===== src/rtl/restart_pkg.sv =====
package restart_pkg;
  // Strobes from control to datapath
  typedef struct packed {
    logic capture; // save restart state, redirect to vector
    logic resume;  // redirect to saved address
  } ctrlStrobes_t;
endpackage


===== src/rtl/restart_ctrl.sv =====
module restart_ctrl
  import restart_pkg::*;
(
  input  logic         rst,
  input  logic         trapReq,
  input  logic         trapReturn,
  output ctrlStrobes_t strobes,
  output logic         redirectValid
);
  always_comb begin
    strobes.capture = !rst && trapReq;
    // a trap in the same cycle takes priority over the return
    strobes.resume  = !rst && trapReturn && !trapReq;
    redirectValid   = strobes.capture || strobes.resume;
  end
endmodule


===== src/rtl/restart_dp.sv =====
module restart_dp
  import restart_pkg::*;
#(
  parameter int          PC_W       = 32,
  parameter int          INSN_BYTES = 4,
  parameter logic [31:0] VECTOR     = 32'h0000_0080
) (
  input  logic            clk,
  input  logic            rst,
  input  logic [PC_W-1:0] commitPc,
  input  logic            commitInSlot,
  input  ctrlStrobes_t    strobes,
  output logic [PC_W-1:0] savedPc,
  output logic            inDelaySlot,
  output logic [PC_W-1:0] redirectPc
);
  localparam int ALIGN_BITS = $clog2(INSN_BYTES);
  localparam logic [PC_W-1:0] ALIGN_MASK = {{(PC_W-ALIGN_BITS){1'b1}}, {ALIGN_BITS{1'b0}}};
  localparam logic [PC_W-1:0] STEP       = PC_W'(INSN_BYTES);
  localparam logic [PC_W-1:0] VEC_PC     = PC_W'(VECTOR) & ALIGN_MASK;

  logic [PC_W-1:0] alignedPc;
  logic [PC_W-1:0] restartPc;

  always_comb begin
    alignedPc = commitPc & ALIGN_MASK;
    // a slot instruction restarts at its owning branch
    restartPc = commitInSlot ? (alignedPc - STEP) : alignedPc;
  end

  always_ff @(posedge clk) begin
    if (rst) begin
      savedPc     <= '0;
      inDelaySlot <= 1'b0;
    end else if (strobes.capture) begin
      savedPc     <= restartPc;
      inDelaySlot <= commitInSlot;
    end
  end

  always_comb begin
    if (strobes.capture)     redirectPc = VEC_PC;
    else if (strobes.resume) redirectPc = savedPc;
    else                     redirectPc = '0;
  end
endmodule


===== src/rtl/exc_restart_top.sv =====
module exc_restart_top
  import restart_pkg::*;
#(
  parameter int          PC_W       = 32,
  parameter int          INSN_BYTES = 4,
  parameter logic [31:0] VECTOR     = 32'h0000_0080
) (
  input  logic            clk,
  input  logic            rst,
  input  logic [PC_W-1:0] commitPc,
  input  logic            commitInSlot,
  input  logic            trapReq,
  input  logic            trapReturn,
  output logic [PC_W-1:0] savedPc,
  output logic            inDelaySlot,
  output logic [PC_W-1:0] redirectPc,
  output logic            redirectValid
);
  ctrlStrobes_t strobes;

  restart_ctrl i_ctrl (
    .rst(rst), .trapReq(trapReq), .trapReturn(trapReturn),
    .strobes(strobes), .redirectValid(redirectValid)
  );

  restart_dp #(.PC_W(PC_W), .INSN_BYTES(INSN_BYTES), .VECTOR(VECTOR)) i_dp (
    .clk(clk), .rst(rst), .commitPc(commitPc), .commitInSlot(commitInSlot),
    .strobes(strobes), .savedPc(savedPc), .inDelaySlot(inDelaySlot),
    .redirectPc(redirectPc)
  );
endmodule


===== config.mk =====
export PLATFORM = sky130hd
export DESIGN_NAME = exc_restart_top
export DESIGN_NICKNAME = d
export VERILOG_FILES = /design/src/rtl/restart_pkg.sv /design/src/rtl/restart_ctrl.sv /design/src/rtl/restart_dp.sv /design/src/rtl/exc_restart_top.sv
export SDC_FILE = /design/constraint.sdc
export NUM_CORES = 1
export LEC_CHECK = 0
export ABC_CLOCK_PERIOD_IN_PS = 5500
export CORE_ASPECT_RATIO = 0.5
export CORE_MARGIN = 2
export CORE_UTILIZATION = 43
export DETAILED_ROUTE_END_ITERATION = 7
export PLACE_DENSITY = 0.86
export SETUP_SLACK_MARGIN = 0.3
export SLEW_MARGIN = 25
export SYNTH_ARGS = -nofsm -noshare
export SYNTH_HDL_FRONTEND = slang
export SYNTH_SLANG_ARGS = --single-unit
export TNS_END_PERCENT = 20

===== constraint.sdc =====
create_clock -name clk -period 5.5 [get_ports clk]
set_clock_uncertainty 0.15 [all_clocks]
set_input_delay 0.55 -clock clk [delete_from_list [all_inputs] [get_ports clk]]
set_output_delay 0.55 -clock clk [all_outputs]
set_load 0.1 [all_outputs]

Yosys cells after proc, flatten, opt, wreduce, memory -nomap -nowiden. Index checks and enable logic that the tools add are counted.

Add/subtract/negate cells: 1. Multiplexer cells: 3. Reductions and logical operators: 6.

Operators by type and width (count): 32-bit two-way mux (3); 32-bit by 3-bit subtractor with 32-bit output (second input constant) (1); 1-bit logical AND (3); 1-bit zero test (2); 1-bit logical OR (1).

Register bits: 33. Input port bits: 37. Output and inout bits: 66. Word-level logic and storage cells: 12.

Logic depth before layout (Yosys ltp). Gate-level depths: netlist of run 1.

Word-level depth: 5. Gate-level depth with buffers: 7. Gate-level depth less buffers: 6.

Cells and area by module. From an unflattened synthesis of run 1, not the netlist that was laid out.

Cell total of the unflattened synthesis: 240. Area total of the unflattened synthesis: 1945.6 µm².

Modules (own cells, without submodules): restart_dp (instances 1, cells each 237, area each 1916.8 µm², sequential area each 620.6 µm²); restart_ctrl (instances 1, cells each 3, area each 28.8 µm², sequential area each 0.0 µm²).

Least setup slack after synthesis of run 1. OpenSTA, ideal clock, no wires.

Path type: input port to output port. Start point: input port trapReq. End point: output port redirectPc[7]. Arrival time: 2.434 ns. Data required time: 4.800 ns. Slack: 2.366 ns. Cell stages on the path: 4. Path buffers: 2. Path through: clkbuf_1 -> clkbuf_1 -> a21oi_1 -> nor2_1.

Word-level cells in the longest chain between the ends: 4. Elaborated cells on any way between the ends: 5. Classes of those cells: mux: 2; reduce/logical: 3.

RTL lines: start: declaration (RTL line exc_restart_top.sv:12) `input logic trapReq,`; 1-bit zero test (RTL line restart_ctrl.sv:13) `strobes.resume = !rst && trapReturn && !trapReq;`; 1-bit logical AND (RTL line restart_ctrl.sv:13); 32-bit two-way mux (RTL line restart_dp.sv:43) `else if (strobes.resume) redirectPc = savedPc;`; 32-bit two-way mux (*) (RTL line restart_dp.sv:42) `if (strobes.capture) redirectPc = VEC_PC;`; end: declaration (RTL line exc_restart_top.sv:16) `output logic [PC_W-1:0] redirectPc,`.

Every way passes the cells marked *; elsewhere a longest branch is shown, timed or not.

Worst setup path in the final report of run 1.
Start point: input port rst. End point: output port redirectValid.

Word-level cells in the longest chain between the ends: 4. Elaborated cells on any way between the ends: 5. Classes of those cells: reduce/logical: 5.

RTL lines: start: declaration (RTL line exc_restart_top.sv:9) `input logic rst,`; 1-bit zero test (*) (RTL line restart_ctrl.sv:11, restart_ctrl.sv:13); 1-bit logical AND (2 in a row) (RTL line restart_ctrl.sv:13); 1-bit logical OR (*) (RTL line restart_ctrl.sv:14) `redirectValid = strobes.capture || strobes.resume;`; end: declaration (RTL line exc_restart_top.sv:17) `output logic redirectValid`.

Marked as above.

==> qor.csv, run 1 <==
stage,metric,value,unit
run_status,outcome,completed,
clock_tree,cts.sinks,31,
clock_tree,clk_latency,290,ps
layout,drive_gt1_share,13.5,%
die,row_count,17,
layout,fillers,386,
drt,drc_errors,0,
global_routing,grt_pass1_wl,9320,um
die,die_area,5220,sq um
layout,final_cell_mix,"66 x clkdlybuf4s50_1, 37 x nor2_1, 32 x buf_4",
drt,ant_nets,0,
timing,period_needed,3190,ps
timing,relSlewSlack,33.9,%
clock_tree,cts_setup_buffers,0,
logic_synthesis,ys_types,38,
logic_synthesis,synth_edf_count,0,
clock_tree,postCtsHoldBufs,0,
global_routing,use_met3,4.57,%
clock_tree,h-tree-depth,2,
worst_setup_path,start_kind,input pin,
hold_path,holdPathStages,2,
timing,maxSlewViolCount,0,
logic_synthesis,syn_inst,249,
die,ios,103,
worst_setup_path,crit_arrival,2490,ps
worst_setup_path,cp_num_buf_inv,3,
drt,firstDrtPassIters,4,
logic_synthesis,syn_area,1990,sq um
drt,vias,2186,
hold_path,worstHoldPathType,flip-flop to flip-flop,
timing,fmax,314,MHz
logic_synthesis,async_flop_share,0,%
drt,avgViaCountPerCell,5.59,
clock_tree,cts.path.max_buffers,2,
worst_setup_path,r2r_cells,3,
worst_setup_path,critPathSlowestCell,clkdlybuf4s50_1,
logic_synthesis,synth-seq-cells,31,
pwr,p_leak,1.08,nW
worst_setup_path,worstPathCellList,clkdlybuf4s50_1 -> buf_4 -> nor2_1 -> clkdlybuf4s50_1,
timing,hold_violations,0,
clock_tree,root_buffer,clkbuf_8,
clock_tree,numCtsBuffers,5,
layout,layout_commonest_cell,clkdlybuf4s50_1,
clock_tree,clkTransAtPathRegs,60,ps
die,initial_utilization,45.0,%
die,die_w,100,um
timing,worst_slack,2310,ps
drt,routed_wirelength,5830,um
global_routing,grtUsageTotal,22.7,%
drt,drtIter0Drc,93,
timing,rsz0062_at_grt,no,
pwr,ir_drop,0.000160,V
global_routing,grt_use_met2,39.3,%
worst_setup_path,rr_startpoint,i_dp.savedPc[31],
worst_setup_path,cp_slowest_stage_delay,1130,ps
worst_setup_path,path_common_cell,clkdlybuf4s50_1,
worst_setup_path,cp.required,4800,ps
layout,diodes,0,
pwr,power.density,252,nW/um^2
drt,wl_per_cell,14.9,um
layout,area_delta_synth_final,49.0,%
worst_setup_path,path_class,input pin to output pin,
logic_synthesis,avgSynthCellArea,7.99,sq um
hold_path,min_to,i_dp.savedPc[10],
die,core_area,4420,sq um
global_routing,first_global_vias,1967,
worst_setup_path,path_delay_family,buffers and inverters,
timing,post-route-period-util,57.9,%
global_routing,antenna_found_initial,0,
timing,tightest_slew,988,ps
worst_setup_path,path_max_fanout,34,
layout,nets,371,
flow_run,max_cap_viol_count,0,
logic_synthesis,yosysWarningCount,0,
global_routing,grt_max_degree,66,
timing,finalSetupTns,0,ps
worst_setup_path,cp.depth,4,
logic_synthesis,synth_seq_area_share,31.2,%
worst_setup_path,reg2reg_to,i_dp.savedPc[31],
worst_setup_path,crit_path_end_kind,output pin,
clock_tree,cts_resized,0,
place,post-place-ws,2080,ps
global_routing,overflow,0,
die,die_h,52.1,um
global_routing,gr-max-usage-layer,met2,
timing,setup_viol,0,
global_routing,grtUsageMet1,29.3,%
place,portBuffers,96,
place,gp_congestion,0.881,
place,hpwl,4280,um
logic_synthesis,synth-main-ff-cell,dfxtp_1,
hold_path,hp-start,i_dp.savedPc[10],
worst_setup_path,r2r_setup_slack,4510,ps
clock_tree,cts_tree,yes,
metrics by stage:
stage	hold WS [ps]	util, %	power (mW)	cells	cell area [sq um]
6_report	358	67.0	0.747	391	2970
5_1_grt	384	67.0	0.773	391	2970
4_1_cts	362	67.0	0.748	391	2960
3_5_place_dp	346	64.7	0.545	383	2860
3_3_place_gp	337	64.7	0.541	383	2860
2_1_floorplan	566	-	0.466	252	2000
kinds of logic (layout without fill, tap and decap cells):
| family | Yosys count | after routing | share of synthesized area [%] |
|---|---|---|---|
| AO/OA/AOI/OAI | 48 | 48 | 18.8 |
| XOR/XNOR | 11 | 11 | 4.84 |
| adder cells (fa/ha/maj) | 1 | 1 | 0.628 |
| buffers and inverters | 27 | 109 | 6.28 |
| flip-flops | 31 | 31 | 31.2 |
| multiplexers | 2 | 2 | 1.01 |
| other | 1 | 4 | 0.188 |
| AND/OR/NAND/NOR | 128 | 128 | 37.1 |
area by class of cell:
class | instances | area [sq um] | area share [%]
flip-flops and latches | 31 | 621 | 20.9
multi-input cells | 194 | 1260 | 42.5
clock buffers | 8 | 100 | 3.38
repair buffers | 98 | 901 | 30.4
inverters | 3 | 11.3 | 0.380
well taps | 57 | 71.3 | 2.41
sequential cells by signal, summed over array words and instances, names as in the netlist:
| register | count |
|---|---|
| i_dp.inDelaySlot | 1 |
| i_dp.savedPc | 30 |
how the worst max path moves through the flow:
stage               slack [ps]            end    start
floorplan                 2370  redirectPc[7]  trapReq
global placement          2090  redirectValid  trapReq
detailed placement        2080  redirectValid  trapReq
CTS                       2080  redirectValid  trapReq
global route              2260  redirectValid      rst
finish                    2310  redirectValid      rst
power breakdown:
part | internal [mW] | switching, mW
Clock | 0.114 | 0.0917
Combinational | 0.0758 | 0.213
Sequential | 0.241 | 0.0109
Total | 0.431 | 0.316
Yosys cell counts (4+ instances only):
master / n / area share (%)
a311oi_1: 16 / 7.0
or4_1: 15 / 5.7
or3_1: 11 / 3.5
buf_4: 4 / 1.5
xor2_1: 4 / 1.8
clkbuf_1: 18 / 3.4
nand2_1: 6 / 1.1
and2_1: 29 / 9.1
nor4_1: 8 / 2.5
a211oi_1: 11 / 4.1
nor2_1: 37 / 7.0
o31ai_1: 11 / 4.1
nor3_1: 5 / 1.3
xnor2_1: 7 / 3.1
dfxtp_1: 31 / 31
worst min-delay path, delay by kind of cell (launching register included):
kind             cells  cell delay (ps)
AO/OA/AOI/OAI        1               50
AND/OR/NAND/NOR      1              100
flip-flops           1              320
layer usage:
metal / vias to the layer above / part of all wire (%) / wire, um
li1: 1088 / - / -
met1: 1029 / 45 / 2640
met2: 67 / 50 / 2900
met3: 2 / 4.6 / 271
met4: 0 / 0.38 / 22
met5: - / 0 / 0
Note: power is estimated with default switching activity, not from simulation.
==> run 2, diff against run 1 <==
ABC_CLOCK_PERIOD_IN_PS = 3100   (was 5500)
CORE_UTILIZATION = 40   (was 43)
PLACE_DENSITY = 0.81   (was 0.86)
clock period = 3.1 ns   (was 5.5 ns; I/O delays follow)
==> run 2 against run 1 <==
Compared with the run above: non-clock buffer count up 10; sequential power up 78%; hold slack worse by 1.4 ps; clock-buffer cell count down 2; largest power group unchanged; critical path depth up 1; critical endpoint is now i_dp.savedPc[23]; combinational power up 86%; worst setup slack worse by 2000 ps; wire length up 5.1%; die area up 7.1%; via count up 4.2%.
==> qor.csv, run 2 (same netlist as run 1, synthesis figures left out) <==
stage,metric,value,unit,change
pwr,power.density,382,nW/um^2,was 252 nW/um^2
die,ios,103,,unchanged
layout,diodes,0,,unchanged
flow_run,max_cap_viol_count,0,,unchanged
clock_tree,root_buffer,clkbuf_8,,unchanged
hold_path,holdPathStages,2,,unchanged
drt,firstDrtPassIters,5,,was 4
clock_tree,cts.sinks,31,,unchanged
timing,tightest_slew,632,ps,was 988 ps
drt,vias,2277,,"was 2,186"
pwr,combinationalPowerShare,42.1,%,was 38.7%
timing,relSlewSlack,57.8,%,was 33.9%
drt,routed_wirelength,6130,um,was 5830 um
clock_tree,clk_latency,280,ps,was 290 ps
timing,post-route-period-util,90.0,%,
pwr,p_sw_share,43.1,%,was 42.3%
drt,ant_nets,0,,unchanged
global_routing,first_global_vias,1966,,"was 1,967"
layout,final_cell_mix,"43 x buf_4, 36 x nor2_1, 33 x clkdlybuf4s50_1",,"was 66 x clkdlybuf4s50_1, 37 x nor2_1, 32 x buf_4"
drt,drtIter0Drc,151,,was 93
layout,area_delta_synth_final,68.3,%,was 49.0%
hold_path,worstHoldPathType,flip-flop to flip-flop,,unchanged
timing,maxSlewViolCount,0,,unchanged
layout,largest_reg_flops,30,,unchanged
timing,finalSetupTns,0,ps,unchanged
die,initial_utilization,40.9,%,was 45.0%
die,core_area,4860,sq um,was 4420 sq um
pwr,cell_internal_pwr,0.727,mW,was 0.431 mW
clock_tree,numCtsBuffers,5,,unchanged
layout,layout_commonest_cell,buf_4,,was clkdlybuf4s50_1
pwr,ir_drop,0.000217,V,was 0.000160 V
global_routing,grt_max_degree,65,,was 66
pwr,p_clk_share,22.9,%,was 27.6%
worst_setup_path,crit_path_end_kind,flip-flop,,was output pin
timing,hold_violations,0,,unchanged
pwr,p_leak,1.25,nW,was 1.08 nW
pwr,seqPwrFrac,35.1,%,was 33.7%
clock_tree,clkTransAtPathRegs,60,ps,about the same
global_routing,grt_pass1_wl,9250,um,was 9320 um
worst_setup_path,path_max_fanout,11,,was 34
die,die_w,104,um,was 100 um
clock_tree,cts_resized,0,,unchanged
place,portBuffers,96,,unchanged
worst_setup_path,path_class,input pin to flip-flop,,was input pin to output pin
die,die_area,5590,sq um,was 5220 sq um
timing,whs,357,ps,was 358 ps
worst_setup_path,r2r_cells,2,,was 3
place,gp_congestion,0.859,,was 0.881
worst_setup_path,r2r_setup_slack,2070,ps,was 4510 ps
layout,regMostFlops,i_dp.savedPc,,unchanged
global_routing,grtUsageTotal,20.8,%,was 22.7%
clock_tree,postCtsHoldBufs,0,,unchanged
timing,period_needed,2790,ps,
global_routing,antenna_found_initial,0,,unchanged
clock_tree,cts_setup_buffers,0,,unchanged
drt,drc_errors,0,,unchanged
timing,setup_viol,0,,unchanged
layout,reg_top3,"i_dp.savedPc x30, i_dp.inDelaySlot x1",,unchanged
place,hpwl,4540,um,was 4280 um
drt,wl_per_cell,14.8,um,was 14.9 um
timing,fmax,359,MHz,
clock_tree,cts.path.max_buffers,2,,unchanged
clock_tree,h-tree-depth,2,,unchanged
die,row_count,18,,was 17
worst_setup_path,crit_arrival,2810,ps,was 2490 ps
layout,nets,382,,was 371
layout,drive_gt1_share,25.9,%,was 13.5%
run_status,outcome,completed,,unchanged
worst_setup_path,cp.required,3120,ps,was 4800 ps
pwr,power.switching,0.551,mW,was 0.316 mW
drt,avgViaCountPerCell,5.51,,was 5.59
clock_tree,cts_tree,yes,,unchanged
die,die_h,53.9,um,was 52.1 um
worst_setup_path,start_kind,input pin,,unchanged
timing,rsz0062_at_grt,yes,,was no
global_routing,overflow,0,,unchanged
[run 2: cell count changes in the layout (fill, tap and decap cells not counted)]
cell,previous run,this run
a311oi_1,16,15
a311oi_2,0,1
buf_12,0,31
buf_2,0,1
buf_4,32,43
clkbuf_8,7,5
clkdlybuf4s50_1,66,33
nor2_1,37,36
nor2_2,0,1
or4_2,0,1
[run 2: cell type report]
cell class / count / area, sq um
inverter: 3 / 11.3
tap: 70 / 87.6
clock buffer: 6 / 72.6
fill: 405 / 1520
multi-input combinational: 195 / 1280
timing repair buffer: 108 / 1280
sequential: 31 / 621
[run 2: power by group through the flow]
stage / registers [mW] / logic (mW) / clock network [mW]
after floorplan: 0.654 / 0.172 / 0
after global placement: 0.455 / 0.527 / 0
after detailed placement: 0.457 / 0.535 / 0
after CTS: 0.448 / 0.536 / 0.300
after global routing: 0.452 / 0.557 / 0.320
final: 0.448 / 0.537 / 0.292
[run 2: critical path, stage by stage]
cell and delay [ps]:
clkdlybuf4s50_1 450, or4_4 610, or4_4 580, or4_1 540, a311oi_1 330
[run 2: final timing paths]
path                          from          endpoint
setup / recovery      commitPc[12]  i_dp.savedPc[23]
hold / removal    i_dp.savedPc[21]  i_dp.savedPc[21]
setup reg to reg  i_dp.savedPc[23]  i_dp.savedPc[23]
hold reg to reg   i_dp.savedPc[21]  i_dp.savedPc[21]
[run 2: stage by stage]
stage | area (sq um) | instances | power (mW) | util (%) | setup WS (ps)
global placement | 3260 | 406 | 0.982 | 67.1 | 93.8
finish | 3350 | 413 | 1.28 | 68.9 | 311
floorplan | 2000 | 252 | 0.826 | - | 464
global route | 3350 | 413 | 1.33 | 68.9 | 258
detailed placement | 3260 | 406 | 0.992 | 67.1 | 21.6
CTS | 3330 | 412 | 1.28 | 68.5 | 308
[run 2: metal layers]
layer	track usage (%)	wire, um	vias to the layer above	share of wire [%]
li1	-	-	1111	-
met1	25.3	2550	1055	42
met2	38.2	3030	98	50
met3	4.36	443	13	7.2
met4	7.21	95	0	1.6
met5	0	0	-	0
==> run 3, diff against run 2 <==
SETUP_SLACK_MARGIN = 0.2   (was 0.3)
==> run 3 against run 2 <==
Compared with the run above: power up 2.5%; final cell count unchanged; sequential share of layout area hardly changed; clock power rose by 12%; register-to-register slack better by 40 ps; sequential power about the same; clock-buffer cell count unchanged; flip-flop and latch count is the same; wire length up 0.23%; critical path type unchanged; largest cell class is now non-clock buffers.
==> qor.csv, run 3 (same netlist as run 1, synthesis figures left out) <==
stage,metric,value,unit,change
drt,drc_errors,0,,unchanged
die,core_area,4860,sq um,unchanged
timing,post-route-period-util,92.0,%,was 90.0%
place,gp_congestion,0.877,,was 0.859
layout,reg_top3,"i_dp.savedPc x30, i_dp.inDelaySlot x1",,unchanged
global_routing,antenna_found_initial,0,,unchanged
clock_tree,numCtsBuffers,5,,unchanged
worst_setup_path,path_max_fanout,22,,was 11
clock_tree,clkTransAtPathRegs,70,ps,was 60 ps
global_routing,grt_max_degree,65,,unchanged
clock_tree,cts.path.max_buffers,2,,unchanged
die,die_h,53.9,um,unchanged
layout,area_delta_synth_final,68.1,%,was 68.3%
worst_setup_path,start_kind,input pin,,unchanged
die,ios,103,,unchanged
worst_setup_path,path_common_cell,or4_4,,unchanged
worst_setup_path,path_class,input pin to flip-flop,,unchanged
worst_setup_path,worstPathCellList,clkdlybuf4s50_1 -> or4_4 -> or4_4 -> or4_1 -> a311oi_1,,unchanged
drt,routed_wirelength,6140,um,was 6130 um
timing,maxSlewViolCount,0,,unchanged
layout,diodes,0,,unchanged
die,initial_utilization,40.9,%,unchanged
global_routing,overflow,0,,unchanged
layout,fin_util,68.8,%,was 68.9%
clock_tree,h-tree-depth,2,,unchanged
global_routing,grtUsageTotal,21.3,%,was 20.8%
clock_tree,clk_latency,280,ps,about the same
timing,rsz0062_at_grt,no,,was yes
die,die_area,5590,sq um,unchanged
worst_setup_path,r2r_setup_slack,2110,ps,was 2070 ps
timing,hold_violations,0,,unchanged
clock_tree,cts.sinks,31,,unchanged
drt,wl_per_cell,14.9,um,was 14.8 um
timing,fmax,351,MHz,was 359 MHz
drt,vias,2240,,"was 2,277"
drt,drtIter0Drc,111,,was 151
pwr,total_power,1.31,mW,was 1.28 mW
pwr,power.density,391,nW/um^2,was 382 nW/um^2
clock_tree,root_buffer,clkbuf_8,,unchanged
clock_tree,cts_setup_buffers,0,,unchanged
drt,ant_nets,0,,unchanged
worst_setup_path,critPathSlowestCell,or4_4,,unchanged
flow_run,max_cap_viol_count,0,,unchanged
layout,drive_gt1_share,25.7,%,was 25.9%
layout,regMostFlops,i_dp.savedPc,,unchanged
timing,period_needed,2850,ps,was 2790 ps
worst_setup_path,r2r_cells,3,,was 2
worst_setup_path,crit_path_end_kind,flip-flop,,unchanged
layout,layout_commonest_cell,buf_4,,unchanged
place,portBuffers,96,,unchanged
drt,firstDrtPassIters,4,,was 5
clock_tree,cts_resized,0,,unchanged
timing,setup_viol,0,,unchanged
clock_tree,postCtsHoldBufs,0,,unchanged
layout,largest_reg_flops,30,,unchanged
worst_setup_path,cp.required,3140,ps,was 3120 ps
worst_setup_path,reg2reg_to,i_dp.savedPc[31],,was i_dp.savedPc[23]
clock_tree,cts_tree,yes,,unchanged
global_routing,grt_pass1_wl,9540,um,was 9250 um
hold_path,hp-start,i_dp.savedPc[6],,was i_dp.savedPc[21]
hold_path,worstHoldPathType,flip-flop to flip-flop,,unchanged
die,die_w,104,um,unchanged
run_status,outcome,completed,,unchanged
worst_setup_path,crit_start,commitPc[12],,unchanged
place,hpwl,4570,um,was 4540 um
worst_setup_path,cp_slowest_stage_delay,670,ps,was 610 ps
timing,relSlewSlack,59.1,%,was 57.8%
timing,finalSetupTns,0,ps,unchanged
pwr,ir_drop,0.000263,V,was 0.000217 V
layout,final_cell_mix,"43 x buf_4, 37 x nor2_1, 33 x clkdlybuf4s50_1",,"was 43 x buf_4, 36 x nor2_1, 33 x clkdlybuf4s50_1"
layout,nets,381,,was 382
die,row_count,18,,unchanged
timing,tightest_slew,614,ps,was 632 ps
drt,avgViaCountPerCell,5.42,,was 5.51
worst_setup_path,crit_arrival,2890,ps,was 2810 ps
worst_setup_path,rr_startpoint,i_dp.savedPc[31],,was i_dp.savedPc[23]
pwr,p_leak,1.26,nW,was 1.25 nW
global_routing,first_global_vias,2038,,"was 1,966"
worst_setup_path,endpoint,i_dp.savedPc[23],,unchanged
## run 3: worst min-delay path by stage
| stage | end | slack, ps | cells after the start |
|---|---|---|---|
| finish | i_dp.savedPc[6] | 360 | 2 |
| global route | i_dp.savedPc[21] | 370 | 2 |
| CTS | i_dp.savedPc[28] | 360 | 2 |
| detailed placement | i_dp.inDelaySlot | 350 | 2 |
| global placement | i_dp.inDelaySlot | 340 | 2 |
| floorplan | i_dp.savedPc[18] | 330 | 2 |
## run 3: through the flow
step | hold WS, ps | cell area, sq um | cells | setup WS [ps]
after floorplan | 326 | 2000 | 252 | 270
after global placement | 341 | 3260 | 406 | 94.7
after detailed placement | 351 | 3260 | 406 | 15.2
after CTS | 364 | 3350 | 413 | 248
after global routing | 372 | 3350 | 413 | 217
final | 358 | 3350 | 413 | 247
## run 3: cell type report
class                      instances  area, sq um
fill                             388         1520
timing repair buffer             108         1280
multi-input combinational        194         1260
sequential                        31          621
tap                               70         87.6
clock buffer                       6         82.6
inverter                           3         11.3
clock inverter                     1         5.00
## run 3: power breakdown
| group | leakage [nW] | switching, mW | internal [mW] |
|---|---|---|---|
| Combinational | 0.956 | 0.385 | 0.150 |
| Clock | 0.0470 | 0.154 | 0.174 |
| Sequential | 0.258 | 0.0208 | 0.427 |
## run 3: critical path, delay by kind of cell
family	cells	cell delay [ps]
AOI/OAI and AO/OA	1	310
buffers and inverters	1	430
and+or+nand+nor	3	1830
## run 3: layer usage
metal  share of wire [%]  GRT usage, %  routed length [um]  vias to the layer above
li1                    -             -                   -                     1104
met1                  42          25.2                2590                     1038
met2                  51          40.0                3140                       84
met3                 5.1          5.93                 314                       14
met4                 1.5          5.41                  93                        0
met5                   0             0                   0                        -
